`src/rtl/dobj_mbx_pkg.sv`:
```
package dobj_mbx_pkg;

  // Register byte offsets inside the capability
  localparam logic [7:0] OFS_CAP = 8'h04;
  localparam logic [7:0] OFS_CTL = 8'h08;
  localparam logic [7:0] OFS_STS = 8'h0C;
  localparam logic [7:0] OFS_WMB = 8'h10;
  localparam logic [7:0] OFS_RMB = 8'h14;

  // Control bits
  localparam int CTL_ABORT = 0;
  localparam int CTL_IE    = 1;
  localparam int CTL_GO    = 31;

  // Status bits
  localparam int STS_BUSY = 0;
  localparam int STS_INT  = 1;
  localparam int STS_ERR  = 2;
  localparam int STS_RDY  = 31;

  // Header length field width (doublewords)
  localparam int LEN_W = 18;

  // One table entry: {type, vendor}
  localparam int PROT_ENTRY_W = 24;

  function automatic logic [PROT_ENTRY_W-1:0] prot_code(input logic [15:0] vendor,
                                                         input logic [7:0]  otype);
    return {otype, vendor};
  endfunction

endpackage

```
`src/rtl/dobj_mbx_dwbuf.sv`:
```
module dobj_mbx_dwbuf #(
  parameter int DEPTH = 16,
  parameter int DW    = 32,
  localparam int AW   = (DEPTH > 1) ? $clog2(DEPTH) : 1
) (
  input  logic          clk,
  input  logic          rst_n,
  input  logic          we,
  input  logic [AW-1:0] waddr,
  input  logic [DW-1:0] wdata,
  input  logic [AW-1:0] raddr,
  output logic [DW-1:0] rdata
);

  logic [DW-1:0] mem_q [DEPTH];

  always_ff @(posedge clk) begin
    if (we) begin
      mem_q[waddr] <= wdata;
    end
  end

  assign rdata = mem_q[raddr];

  // a stored doubleword is always a defined value
  assert_store_defined_R4: assert property (@(posedge clk) disable iff (!rst_n)
    we |-> !$isunknown(wdata));

endmodule

```
`src/rtl/dobj_mbx_pmatch.sv`:
```
module dobj_mbx_pmatch
  import dobj_mbx_pkg::*;
#(
  parameter int NPROT = 3,
  parameter logic [NPROT*PROT_ENTRY_W-1:0] PROT_TBL = '0,
  localparam int IDX_W = (NPROT > 1) ? $clog2(NPROT) : 1
) (
  input  logic             clk,
  input  logic             rst_n,
  input  logic [31:0]      hdr,
  output logic             hit,
  output logic [IDX_W-1:0] idx
);

  logic [NPROT-1:0] match;

  for (genvar g = 0; g < NPROT; g++) begin : g_cmp
    assign match[g] = (hdr == {8'h00, PROT_TBL[g*PROT_ENTRY_W +: PROT_ENTRY_W]});
  end

  // Lowest matching index wins
  always_comb begin
    hit = |match;
    idx = '0;
    for (int i = NPROT - 1; i >= 0; i--) begin
      if (match[i]) idx = IDX_W'(i);
    end
  end

  // a reported index always names a real table entry
  assert_idx_in_table_R4: assert property (@(posedge clk) disable iff (!rst_n)
    hit |-> (int'(idx) < NPROT));

endmodule

```
`src/rtl/dobj_mailbox.sv`:
```
module dobj_mailbox
  import dobj_mbx_pkg::*;
#(
  parameter int          DEPTH    = 16,
  parameter int          NPROT    = 3,
  parameter logic [NPROT*PROT_ENTRY_W-1:0] PROT_TBL =
    {8'h07, 16'hABCD, 8'h01, 16'h0001, 8'h00, 16'h0001},
  parameter bit          INTR_SUP = 1'b1,
  parameter logic [10:0] MSG_NUM  = 11'd5,
  localparam int PTR_W = (DEPTH > 1) ? $clog2(DEPTH) : 1,
  localparam int CNT_W = $clog2(DEPTH + 1),
  localparam int IDX_W = (NPROT > 1) ? $clog2(NPROT) : 1
) (
  input  logic             clk,
  input  logic             rst_n,
  input  logic             cfg_wr,
  input  logic [7:0]       cfg_addr,
  input  logic [31:0]      cfg_wdata,
  output logic [31:0]      cfg_rdata,
  input  logic [PTR_W-1:0] req_rd_addr,
  output logic [31:0]      req_rd_data,
  output logic             rsp_start,
  output logic [IDX_W-1:0] rsp_prot_idx,
  input  logic             rsp_wr_en,
  input  logic [31:0]      rsp_wr_data,
  input  logic             rsp_done,
  input  logic             rsp_discard,
  output logic             irq
);

  // ---------------------------------------------------------------
  // Reset: asynchronous assert, synchronous release
  // ---------------------------------------------------------------
  logic [1:0] rst_sync_q;
  logic       rst_i_n;

  always_ff @(posedge clk or negedge rst_n) begin
    if (!rst_n) rst_sync_q <= 2'b00;
    else        rst_sync_q <= {rst_sync_q[0], 1'b1};
  end
  assign rst_i_n = rst_sync_q[1];

  // ---------------------------------------------------------------
  // State
  // ---------------------------------------------------------------
  logic [CNT_W-1:0] wcnt_q, wcnt_n;
  logic [CNT_W-1:0] rcnt_q, rcnt_n;
  logic [CNT_W-1:0] rptr_q, rptr_n;
  logic             ovf_q, ovf_n;
  logic [31:0]      hdr0_q, hdr0_n;
  logic [LEN_W-1:0] hlen_q, hlen_n;
  logic             busy_q, busy_n;
  logic             rdy_q, rdy_n;
  logic             err_q, err_n;
  logic             ist_q, ist_n;
  logic             ie_q, ie_n;
  logic             start_q, start_n;
  logic [IDX_W-1:0] idx_q, idx_n;
  logic             irq_q, irq_n;

  // ---------------------------------------------------------------
  // Decode
  // ---------------------------------------------------------------
  logic wr_ctl, wr_sts, wr_wmb, wr_rmb, idle;
  logic is_abort, is_go;

  assign wr_ctl   = cfg_wr && (cfg_addr == OFS_CTL);
  assign wr_sts   = cfg_wr && (cfg_addr == OFS_STS);
  assign wr_wmb   = cfg_wr && (cfg_addr == OFS_WMB);
  assign wr_rmb   = cfg_wr && (cfg_addr == OFS_RMB);
  assign idle     = !busy_q && !rdy_q;
  assign is_abort = wr_ctl && cfg_wdata[CTL_ABORT];
  assign is_go    = wr_ctl && !cfg_wdata[CTL_ABORT] && cfg_wdata[CTL_GO];

  // ---------------------------------------------------------------
  // Sub-blocks
  // ---------------------------------------------------------------
  logic             wbuf_we, rbuf_we;
  logic [31:0]      rbuf_rdata;
  logic             prot_hit;
  logic [IDX_W-1:0] prot_idx;

  assign wbuf_we = wr_wmb && idle && (wcnt_q < CNT_W'(DEPTH));
  assign rbuf_we = busy_q && rsp_wr_en && (rcnt_q < CNT_W'(DEPTH));

  dobj_mbx_dwbuf #(.DEPTH(DEPTH), .DW(32)) u_wbuf (
    .clk   (clk),
    .rst_n (rst_i_n),
    .we    (wbuf_we),
    .waddr (wcnt_q[PTR_W-1:0]),
    .wdata (cfg_wdata),
    .raddr (req_rd_addr),
    .rdata (req_rd_data)
  );

  dobj_mbx_dwbuf #(.DEPTH(DEPTH), .DW(32)) u_rbuf (
    .clk   (clk),
    .rst_n (rst_i_n),
    .we    (rbuf_we),
    .waddr (rcnt_q[PTR_W-1:0]),
    .wdata (rsp_wr_data),
    .raddr (rptr_q[PTR_W-1:0]),
    .rdata (rbuf_rdata)
  );

  dobj_mbx_pmatch #(.NPROT(NPROT), .PROT_TBL(PROT_TBL)) u_match (
    .clk   (clk),
    .rst_n (rst_i_n),
    .hdr   (hdr0_q),
    .hit   (prot_hit),
    .idx   (prot_idx)
  );

  // ---------------------------------------------------------------
  // Acceptance check for a go command
  // ---------------------------------------------------------------
  logic len_ok, req_ok;
  assign len_ok = (wcnt_q >= CNT_W'(2)) && (LEN_W'(wcnt_q) == hlen_q);
  assign req_ok = prot_hit && !ovf_q && len_ok;

  // ---------------------------------------------------------------
  // Next state
  // ---------------------------------------------------------------
  always_comb begin
    logic clr;
    clr     = 1'b0;
    wcnt_n  = wcnt_q;
    rcnt_n  = rcnt_q;
    rptr_n  = rptr_q;
    ovf_n   = ovf_q;
    hdr0_n  = hdr0_q;
    hlen_n  = hlen_q;
    busy_n  = busy_q;
    rdy_n   = rdy_q;
    err_n   = err_q;
    ist_n   = ist_q;
    ie_n    = ie_q;
    start_n = 1'b0;
    idx_n   = idx_q;

    // Request append
    if (wr_wmb && idle) begin
      if (wcnt_q == CNT_W'(DEPTH)) begin
        ovf_n = 1'b1;
      end else begin
        wcnt_n = wcnt_q + CNT_W'(1);
        if (wcnt_q == CNT_W'(0)) hdr0_n = cfg_wdata;
        if (wcnt_q == CNT_W'(1)) hlen_n = cfg_wdata[LEN_W-1:0];
      end
    end

    // Response append
    if (rbuf_we) begin
      rcnt_n = rcnt_q + CNT_W'(1);
    end

    // Responder completion
    if (busy_q && rsp_done) begin
      busy_n = 1'b0;
      if (rsp_discard) begin
        err_n = 1'b1;
        clr   = 1'b1;
      end else begin
        rdy_n = 1'b1;
      end
    end

    // Response drain
    if (wr_rmb && rdy_q) begin
      if ((rptr_q + CNT_W'(1)) >= rcnt_q) begin
        rdy_n = 1'b0;
        clr   = 1'b1;
      end else begin
        rptr_n = rptr_q + CNT_W'(1);
      end
    end

    // Interrupt status clear
    if (wr_sts && cfg_wdata[STS_INT]) begin
      ist_n = 1'b0;
    end

    // Control
    if (wr_ctl) begin
      ie_n = cfg_wdata[CTL_IE];
    end
    if (is_abort) begin
      busy_n = 1'b0;
      rdy_n  = 1'b0;
      err_n  = 1'b0;
      clr    = 1'b1;
    end else if (is_go && idle) begin
      if (req_ok) begin
        busy_n  = 1'b1;
        start_n = 1'b1;
        idx_n   = prot_idx;
      end else begin
        clr = 1'b1;
      end
    end

    if (clr) begin
      wcnt_n = '0;
      rcnt_n = '0;
      rptr_n = '0;
      ovf_n  = 1'b0;
    end

    irq_n = INTR_SUP && ie_q && ((rdy_n && !rdy_q) || (err_n && !err_q));
    if (irq_n) ist_n = 1'b1;
  end

  // ---------------------------------------------------------------
  // Registers
  // ---------------------------------------------------------------
  always_ff @(posedge clk or negedge rst_i_n) begin
    if (!rst_i_n) begin
      wcnt_q  <= '0;
      rcnt_q  <= '0;
      rptr_q  <= '0;
      ovf_q   <= 1'b0;
      hdr0_q  <= '0;
      hlen_q  <= '0;
      busy_q  <= 1'b0;
      rdy_q   <= 1'b0;
      err_q   <= 1'b0;
      ist_q   <= 1'b0;
      ie_q    <= 1'b0;
      start_q <= 1'b0;
      idx_q   <= '0;
      irq_q   <= 1'b0;
    end else begin
      wcnt_q  <= wcnt_n;
      rcnt_q  <= rcnt_n;
      rptr_q  <= rptr_n;
      ovf_q   <= ovf_n;
      hdr0_q  <= hdr0_n;
      hlen_q  <= hlen_n;
      busy_q  <= busy_n;
      rdy_q   <= rdy_n;
      err_q   <= err_n;
      ist_q   <= ist_n;
      ie_q    <= ie_n;
      start_q <= start_n;
      idx_q   <= idx_n;
      irq_q   <= irq_n;
    end
  end

  // ---------------------------------------------------------------
  // Read mux
  // ---------------------------------------------------------------
  always_comb begin
    cfg_rdata = '0;
    unique case (cfg_addr)
      OFS_CAP: cfg_rdata = {20'd0, MSG_NUM, INTR_SUP};
      OFS_CTL: cfg_rdata[CTL_IE] = ie_q;
      OFS_STS: begin
        cfg_rdata[STS_BUSY] = busy_q;
        cfg_rdata[STS_INT]  = ist_q;
        cfg_rdata[STS_ERR]  = err_q;
        cfg_rdata[STS_RDY]  = rdy_q;
      end
      OFS_RMB: cfg_rdata = (rdy_q && (rptr_q < rcnt_q)) ? rbuf_rdata : 32'd0;
      default: cfg_rdata = '0;
    endcase
  end

  assign rsp_start    = start_q;
  assign rsp_prot_idx = idx_q;
  assign irq          = irq_q;

  // ---------------------------------------------------------------
  // Assertions
  // ---------------------------------------------------------------
  assert_busy_ready_excl_R4: assert property (@(posedge clk) disable iff (!rst_i_n)
    !(busy_q && rdy_q));

  assert_start_while_busy_R4: assert property (@(posedge clk) disable iff (!rst_i_n)
    rsp_start |-> busy_q);

  assert_bad_header_dropped_R5: assert property (@(posedge clk) disable iff (!rst_i_n)
    (is_go && idle && !prot_hit) |=> (!busy_q && !rdy_q && (wcnt_q == '0)));

  assert_overflow_dropped_R6: assert property (@(posedge clk) disable iff (!rst_i_n)
    (is_go && idle && ovf_q) |=> (!busy_q && !rsp_start));

  assert_notready_reads_zero_R9: assert property (@(posedge clk) disable iff (!rst_i_n)
    (!rdy_q && (cfg_addr == OFS_RMB)) |-> (cfg_rdata == 32'd0));

  assert_abort_clears_R11: assert property (@(posedge clk) disable iff (!rst_i_n)
    is_abort |=> (!busy_q && !rdy_q && !err_q && !rsp_start));

  assert_irq_has_cause_R12: assert property (@(posedge clk) disable iff (!rst_i_n)
    irq |-> ((rdy_q || err_q) && ist_q));

  assert_irq_single_cycle_R12: assert property (@(posedge clk) disable iff (!rst_i_n)
    irq |=> !irq);

endmodule

```
`config.mk`:
```
export PLATFORM = sky130hd
export DESIGN_NAME = dobj_mailbox
export DESIGN_NICKNAME = d
export VERILOG_FILES = /design/src/rtl/dobj_mbx_pkg.sv /design/src/rtl/dobj_mbx_dwbuf.sv /design/src/rtl/dobj_mbx_pmatch.sv /design/src/rtl/dobj_mailbox.sv
export SDC_FILE = /design/constraint.sdc
export NUM_CORES = 1
export LEC_CHECK = 0
export BUFFER_PORTS_ARGS = -buffer_cell sky130_fd_sc_hd__buf_4
export CELL_PAD_IN_SITES_DETAIL_PLACEMENT = 0
export CELL_PAD_IN_SITES_GLOBAL_PLACEMENT = 1
export CORE_ASPECT_RATIO = 2
export CORE_UTILIZATION = 59
export CTS_CLUSTER_SIZE = 10
export DETAILED_ROUTE_END_ITERATION = 8
export PLACE_DENSITY = 0.83
export SLEW_MARGIN = 20
export SYNTH_ARGS = -nofsm -noshare
export SYNTH_HDL_FRONTEND = slang
export SYNTH_HIERARCHICAL = 1
export SYNTH_SLANG_ARGS = --single-unit
```
`constraint.sdc`:
```
create_clock -name clk -period 3.5 [get_ports clk]
set_input_delay 0 -clock clk [delete_from_list [all_inputs] [get_ports clk]]
set_output_delay 0 -clock clk [all_outputs]
set_load 0.005 [all_outputs]
```
==> run summary, run 1 <==
Post-layout util - 0.700
DRT Pass-1 Iters - 5
DRT Wirelength - 93.8 mm
Starting DRT DRC Count - 1936
Routed len/inst - 28.4 um
Area delta synth->final - 16.8%
Sw frac - 0.198
Final instance area - 49700 um^2
Final period util - 0.957
P_int - 21.4 mW
Core area - 71000 um^2
Pwr per Cell Area - 537 nW/um^2
Yosys reg bits - 1101
Worst Tran Pin Value - 0.981 ns
Io pins - 150
Number of global-route vias before repair - 22600
Final hold slack - 0.136 ns
First-pass GRT wire length - 140 mm
Top delay family on crit path - compound AO/OA/AOI/OAI gates
Gr usage total - 0.266
Sw Pwr - 5.29 mW
Syn Inst Count - 1969
Die area - 73300 um^2
Die X - 192 um
Clock power share - 0.427
WP data arrival - 3.35 ns
Sequential-to-total area share from yosys stat - 0.768
Die H - 382 um
CP most frequent cell - buf_4
Post-Syn Area - 42500 um^2
Slowest cell on crit path - dfrtp_1
Max-Cap Viols - 0
Final Wtd Congestion - 0.790
Max-slew headroom - 0.344
Post-CTS setup buffer count - 0
Maximum vdd drop - 470 uV
Netlist cell types - 54
Clk buf depth - 3
CTS tree - done
Row cnt - 138
Leakage power - 16.4 nW
HP Class - in -> reg
Clock Skews - 0.0267 ns
Worst path bufs/invs - 3
GRT overflow - 0
Crit Path Class - reg -> out
Final setup violating endpoints - 0
Total number of vias - 21200
Synthesized Nets - 2066
Layout fillers - 4244
Max Fclk - 299 MHz
Most frequent cell after synthesis - edfxtp_1
Critical path peak fanout - 12
Tmin final - 3.35 ns
Dpl cell area - 45300 um^2
Comb power frac - 0.031
Sequential Power Share - 0.541
Num CTS Buffers - 120
DP HPWL - 53.9 mm
Yosys warnings - 6
Largest net degree at the start of global routing - 95
Pins Over Slew Limit - 0
Async set or reset register ratio after synthesis - 0.0699
Critical Path RT - 3.50 ns
EDFF count, synth - 1024
Yosys top cell area share - 0.723
Largest area contributor in the netlist - edfxtp_1
Top cells by area, synth - edfxtp_1, mux4_2, dfrtp_1
Crit-path cells - nor2b_4 > buf_4 > a22oi_1 > nand2_1 > inv_1 > o32ai_1 > buf_4
RSZ-0062 raised after global routing - no
Initial antenna violation count - 1
Vias/cell - 6.42
Pre-CTS WS - 0.340 ns
I/O Buffers - 149
Layout cells sized above 1 - 0.294
Antenna viol nets, final - 0
Final hold violations - 0
Worst-Skew Late Latency - 0.70 ns
CP endpoint kind - primary output
Startpoint types - flip-flop
Synthesized area per cell - 21.6 um^2
Commonest cells in the synthesized netlist - edfxtp_1, mux4_2, a22oi_1
CTS clock-pin slew for the worst setup and hold paths - 0.06 ns
Fin nets - 2385
Synth Flop Type - edfxtp_1
Initial Util - 0.600
Status - completed
Root Buffer - clkbuf_16
Clock Sinks - 1101
Slowest stage delay, CP - 0.65 ns
# DRC - 0
Htree depth - 3
Fin worst setup slack - 0.152 ns
Tot Pwr - 26.7 mW
## placed cells by master, fill, tap and decap left out, types with 28 or more instances in the layout
cell           instances
edfxtp_1            1024
mux4_2               256
buf_4                195
a22oi_1              128
clkbuf_16            125
clkbuf_1             100
dlygate4sd3_1         86
nand2_1               83
dfrtp_1               73
mux2_2                37
nor3b_1               28
## power groups by stage
stage | logic [mW] | clock network, mW | registers [mW]
6_report | 0.838 | 11.4 | 14.4
5_1_grt | 0.907 | 12.0 | 14.4
4_1_cts | 0.847 | 11.6 | 14.4
3_5_place_dp | 0.769 | 0 | 14.7
3_3_place_gp | 0.742 | 0 | 14.7
2_1_floorplan | 0.347 | 0 | 14.7
## routing by layer
layer / vias to the layer above / GRT usage / share of wire
li1: 8883 / - / -
met1: 11100 / 0.324 / 0.35
met2: 1054 / 0.470 / 0.55
met3: 203 / 0.0393 / 0.072
met4: 2 / 0.112 / 0.035
met5: - / 0 / 0.00011
## timing repair
item	in CTS	in global routing
endpoints found under the hold margin	1099	0
setup endpoints to repair	5	2
gates resized for setup	2	1
hold buffers	86	0
## flip-flops by register name, summed over array words and instances (netlist names), 2 cells and up
name and count:
u_wbuf/mem_q 512, wcnt_q 5, rcnt_q 5, u_rbuf/mem_q 512
rst_sync_q 2, hlen_q 18, hdr0_q 32, rptr_q 5
rsp_prot_idx 2
## path summary, 6_finish.rpt
check | startpoint | to | slack (ns) | cells past startpoint
max | rptr_q[2]$_DFFE_PN0P_ | cfg_rdata[2] | 0.15 | 7
min | rsp_wr_data[6] | u_rbuf/mem_q[3][6]$_DFFE_PP_ | 0.14 | 2
max reg2reg | hdr0_q[22]$_DFFE_PN0P_ | rcnt_q[1]$_DFFE_PN0P_ | 0.36 | 9
min reg2reg | rst_sync_q[0]$_DFF_PN0_ | rst_sync_q[1]$_DFF_PN0_ | 0.36 | 0
max in group asynchronous | rst_sync_q[1]$_DFF_PN0_ | rptr_q[0]$_DFFE_PN0P_ | 2.32 | 0
min in group asynchronous | rst_n | rst_sync_q[0]$_DFF_PN0_ | 0.19 | 3
## per-stage QoR
step	instances	TNS (ns)
6_report	3305	0
5_1_grt	3304	0
4_1_cts	3304	0
3_5_place_dp	2990	0
3_3_place_gp	2990	0
2_1_floorplan	1969	-19.89
## cells by family after synthesis
kind of cell	synth area share
AOI/OAI and AO/OA	0.0279
xor gates and xnor gates	0.00288
adders and majority gates	0.00441
buffers and inverters	0.0142
DFF	0.768
muxes	0.151
other	0.0000881
and+or+nand+nor	0.0318
## worst register-to-register path: cells and delay by family (launching register included)
kind,cells,cell delay (ns)
AO/OA/AOI/OAI,4,1.29
buffers and inverters,1,0.31
flip-flops,1,0.38
AND/OR/NAND/NOR,4,1.09
## final cells by class
type,count,area [um^2],share of cell area
Antenna cell,1,2.50,0.0000504
Clock buffer,225,3500,0.0705
Clock inverter,3,26.3,0.000529
Inverter,17,63.8,0.00128
Multi-Input combinational cell,748,9580,0.193
Sequential cell,1101,32700,0.658
Tap cell,910,1140,0.0229
Timing Repair Buffer,300,2680,0.0540
Power figures use the tool's default switching activity.
==> run 2, diff against run 1 <==
--- a/config.mk
+++ b/config.mk
@@ -9,10 +9,12 @@
 export CELL_PAD_IN_SITES_DETAIL_PLACEMENT = 0
 export CELL_PAD_IN_SITES_GLOBAL_PLACEMENT = 1
 export CORE_ASPECT_RATIO = 2
-export CORE_UTILIZATION = 59
+export CORE_MARGIN = 2
+export CORE_UTILIZATION = 55
 export CTS_CLUSTER_SIZE = 10
 export DETAILED_ROUTE_END_ITERATION = 8
-export PLACE_DENSITY = 0.83
+export PLACE_DENSITY = 0.79
+export SETUP_SLACK_MARGIN = 0.5
 export SLEW_MARGIN = 20
 export SYNTH_ARGS = -nofsm -noshare
 export SYNTH_HDL_FRONTEND = slang
==> constraint.sdc (replaced) <==
create_clock -name clk -period 3.2 [get_ports clk]
set_input_delay 0 -clock clk [delete_from_list [all_inputs] [get_ports clk]]
set_output_delay 0 -clock clk [all_outputs]
set_load 0.005 [all_outputs]
==> run summary, run 2 (synthesis gave the netlist of run 1 again) <==
Max-slew headroom - 0.277 (-0.0670)
DRT Pass-1 Iters - 6 (+1)
CTS clock-pin slew for the worst setup and hold paths - 0.06 ns (about the same)
Maximum vdd drop - 546 uV (+16%)
First-pass GRT wire length - 146 mm (+4.5%)
Htree depth - 3 (unchanged)
Placed Instances - 3115 (+4.2%)
Layout cells sized above 1 - 0.336 (+0.0419)
CP most frequent cell - o21a_1
Clock Skews - 0.0251 ns (-0.00159 ns)
Pwr per Cell Area - 567 nW/um^2 (+5.5%)
GRT overflow - 0 (unchanged)
Commonest non-fill, non-tap cell in the layout - edfxtp_1
Slowest stage delay, CP - 0.52 ns (-0.13 ns)
Crit-path cells - buf_6 > inv_4 > ha_4 > nor2b_1 > o21a_1 > o21a_1 > o21a_4 > clkbuf_16 > nor3b_4 > buf_4
N_diodes - 0 (-1)
Post-layout util - 0.669 (-0.0314)
Final setup violating endpoints - 0 (unchanged)
Die H - 397 um (+4.1%)
Startpoint types - flip-flop
Die X - 201 um (+4.6%)
Most frequent cells in the layout - edfxtp_1, mux4_2, buf_4, clkbuf_16, a22oi_1
Tmin final - 2.90 ns
RSZ-0062 raised after global routing - yes
Initial antenna violation count - 3 (+2)
Slowest cell on crit path - dfrtp_4
Critical path peak fanout - 6 (-6)
Pins Over Slew Limit - 0 (unchanged)
I/O Buffers - 149 (unchanged)
Max-Cap Viols - 0 (unchanged)
Max Fclk - 344 MHz
Clk buf depth - 3 (unchanged)
Biggest regs - u_rbuf/mem_q x512, u_wbuf/mem_q x512, hdr0_q x32
Antenna viol nets, final - 0 (unchanged)
Area delta synth->final - 20.6%
Worst-Skew Late Latency - 0.72 ns (+0.02 ns)
Number of global-route vias before repair - 22900 (+1.2%)
Clock Sinks - 1101 (unchanged)
Gr usage total - 0.252 (-0.0138)
Die area - 79700 um^2 (+8.8%)
DRT Wirelength - 100 mm (+7.1%)
Leakage power - 17.0 nW (+3.5%)
Largest net degree at the start of global routing - 76 (-20%)
CTS tree - done
HP Class - in -> reg
Setup TNS - 0 ns (unchanged)
Fin nets - 2441 (+2.3%)
Final Wtd Congestion - 0.809 (+2.5%)
Num CTS Buffers - 120 (unchanged)
DP HPWL - 55.4 mm (+2.9%)
Routed len/inst - 29.0 um (+2.3%)
Status - completed
Core area - 76800 um^2 (+8.2%)
Worst Tran Pin Value - 1.08 ns (+0.100 ns)
Total number of vias - 21600 (+1.9%)
Final hold violations - 0 (unchanged)
Critical Path RT - 3.20 ns (-0.30 ns)
Row cnt - 144 (+4.3%)
Vias/cell - 6.25 (-2.6%)
# DRC - 0 (unchanged)
Final period util - 0.907
Root Buffer - clkbuf_16
Final hold slack - 0.133 ns (-0.00328 ns)
Crit Path Class - reg -> out
Finished Layout Cells - 3460 (+4.7%)
WP data arrival - 2.90 ns (-0.45 ns)
Starting DRT DRC Count - 1739 (-10%)
CP endpoint kind - primary output
Io pins - 150 (unchanged)
Initial Util - 0.554 (-0.0452)
## run 2: per-stage QoR
step	area, um^2	setup slack [ns]	power [mW]
final	51300	0.297	29.1
after floorplan	42800	0.266	16.5
after CTS	50900	0.291	29.3
after detailed placement	45800	0.428	16.9
after global placement	45800	0.442	16.9
after global routing	51300	0.241	29.9
## run 2: critical path, delay by kind of cell (launching register included)
family | cells | cell delay [ns]
buffers and inverters | 4 | 0.59
adder cells (fa/ha/maj) | 1 | 0.10
AND/OR/NAND/NOR | 2 | 0.26
flip-flops | 1 | 0.52
AO/OA/AOI/OAI | 3 | 0.71
## run 2: layout make-up
cell class              instances  area (um^2)
clock buffers                 213         3440
fillers                      4880        25400
repair buffers                355         3850
inverters                      17         66.3
well taps                    1022         1280
flip-flops and latches       1101        32700
clock inverters                 3         33.8
multi-input cells             749         9970
## run 2: worst paths after layout
path / start / slack [ns] / endpoint / depth (start not counted)
setup / recovery: rptr_q[0]$_DFFE_PN0P_ / 0.30 / cfg_rdata[27] / 10
hold / removal: rsp_wr_data[17] / 0.13 / u_rbuf/mem_q[7][17]$_DFFE_PP_ / 2
setup reg to reg: rptr_q[0]$_DFFE_PN0P_ / 0.52 / rptr_q[0]$_DFFE_PN0P_ / 10
hold reg to reg: rst_sync_q[0]$_DFF_PN0_ / 0.35 / rst_sync_q[1]$_DFF_PN0_ / 0
max in group asynchronous: rst_sync_q[1]$_DFF_PN0_ / 2.00 / rptr_q[1]$_DFFE_PN0P_ / 0
min in group asynchronous: rst_n / 0.18 / rst_sync_q[1]$_DFF_PN0_ / 3
## run 2: timing repair
item                                    4_1_cts  5_1_grt
setup buffers                                19        7
pin swaps                                     3       16
cloned                                       11        9
hold endpoints to repair                   1099        0
hold buffers                                 83        0
endpoints found under the setup margin       35       81
resized for setup                            63       36
## run 2: report_power, final
| group | leakage [nW] | total, mW | switching [mW] | internal (mW) |
|---|---|---|---|---|
| sequential | 10.2 | 15.8 | 0.0487 | 15.7 |
| clock | 1.65 | 12.4 | 5.22 | 7.16 |
| combinational | 5.09 | 0.926 | 0.518 | 0.408 |
| total | 17.0 | 29.1 | 5.78 | 23.3 |
## run 2: metal layers
layer,up-vias,global-route usage,share of wire
met5,-,0,0.00045
met4,6,0.103,0.033
met3,195,0.0395,0.063
met2,916,0.470,0.56
met1,11500,0.290,0.35
li1,9003,-,-
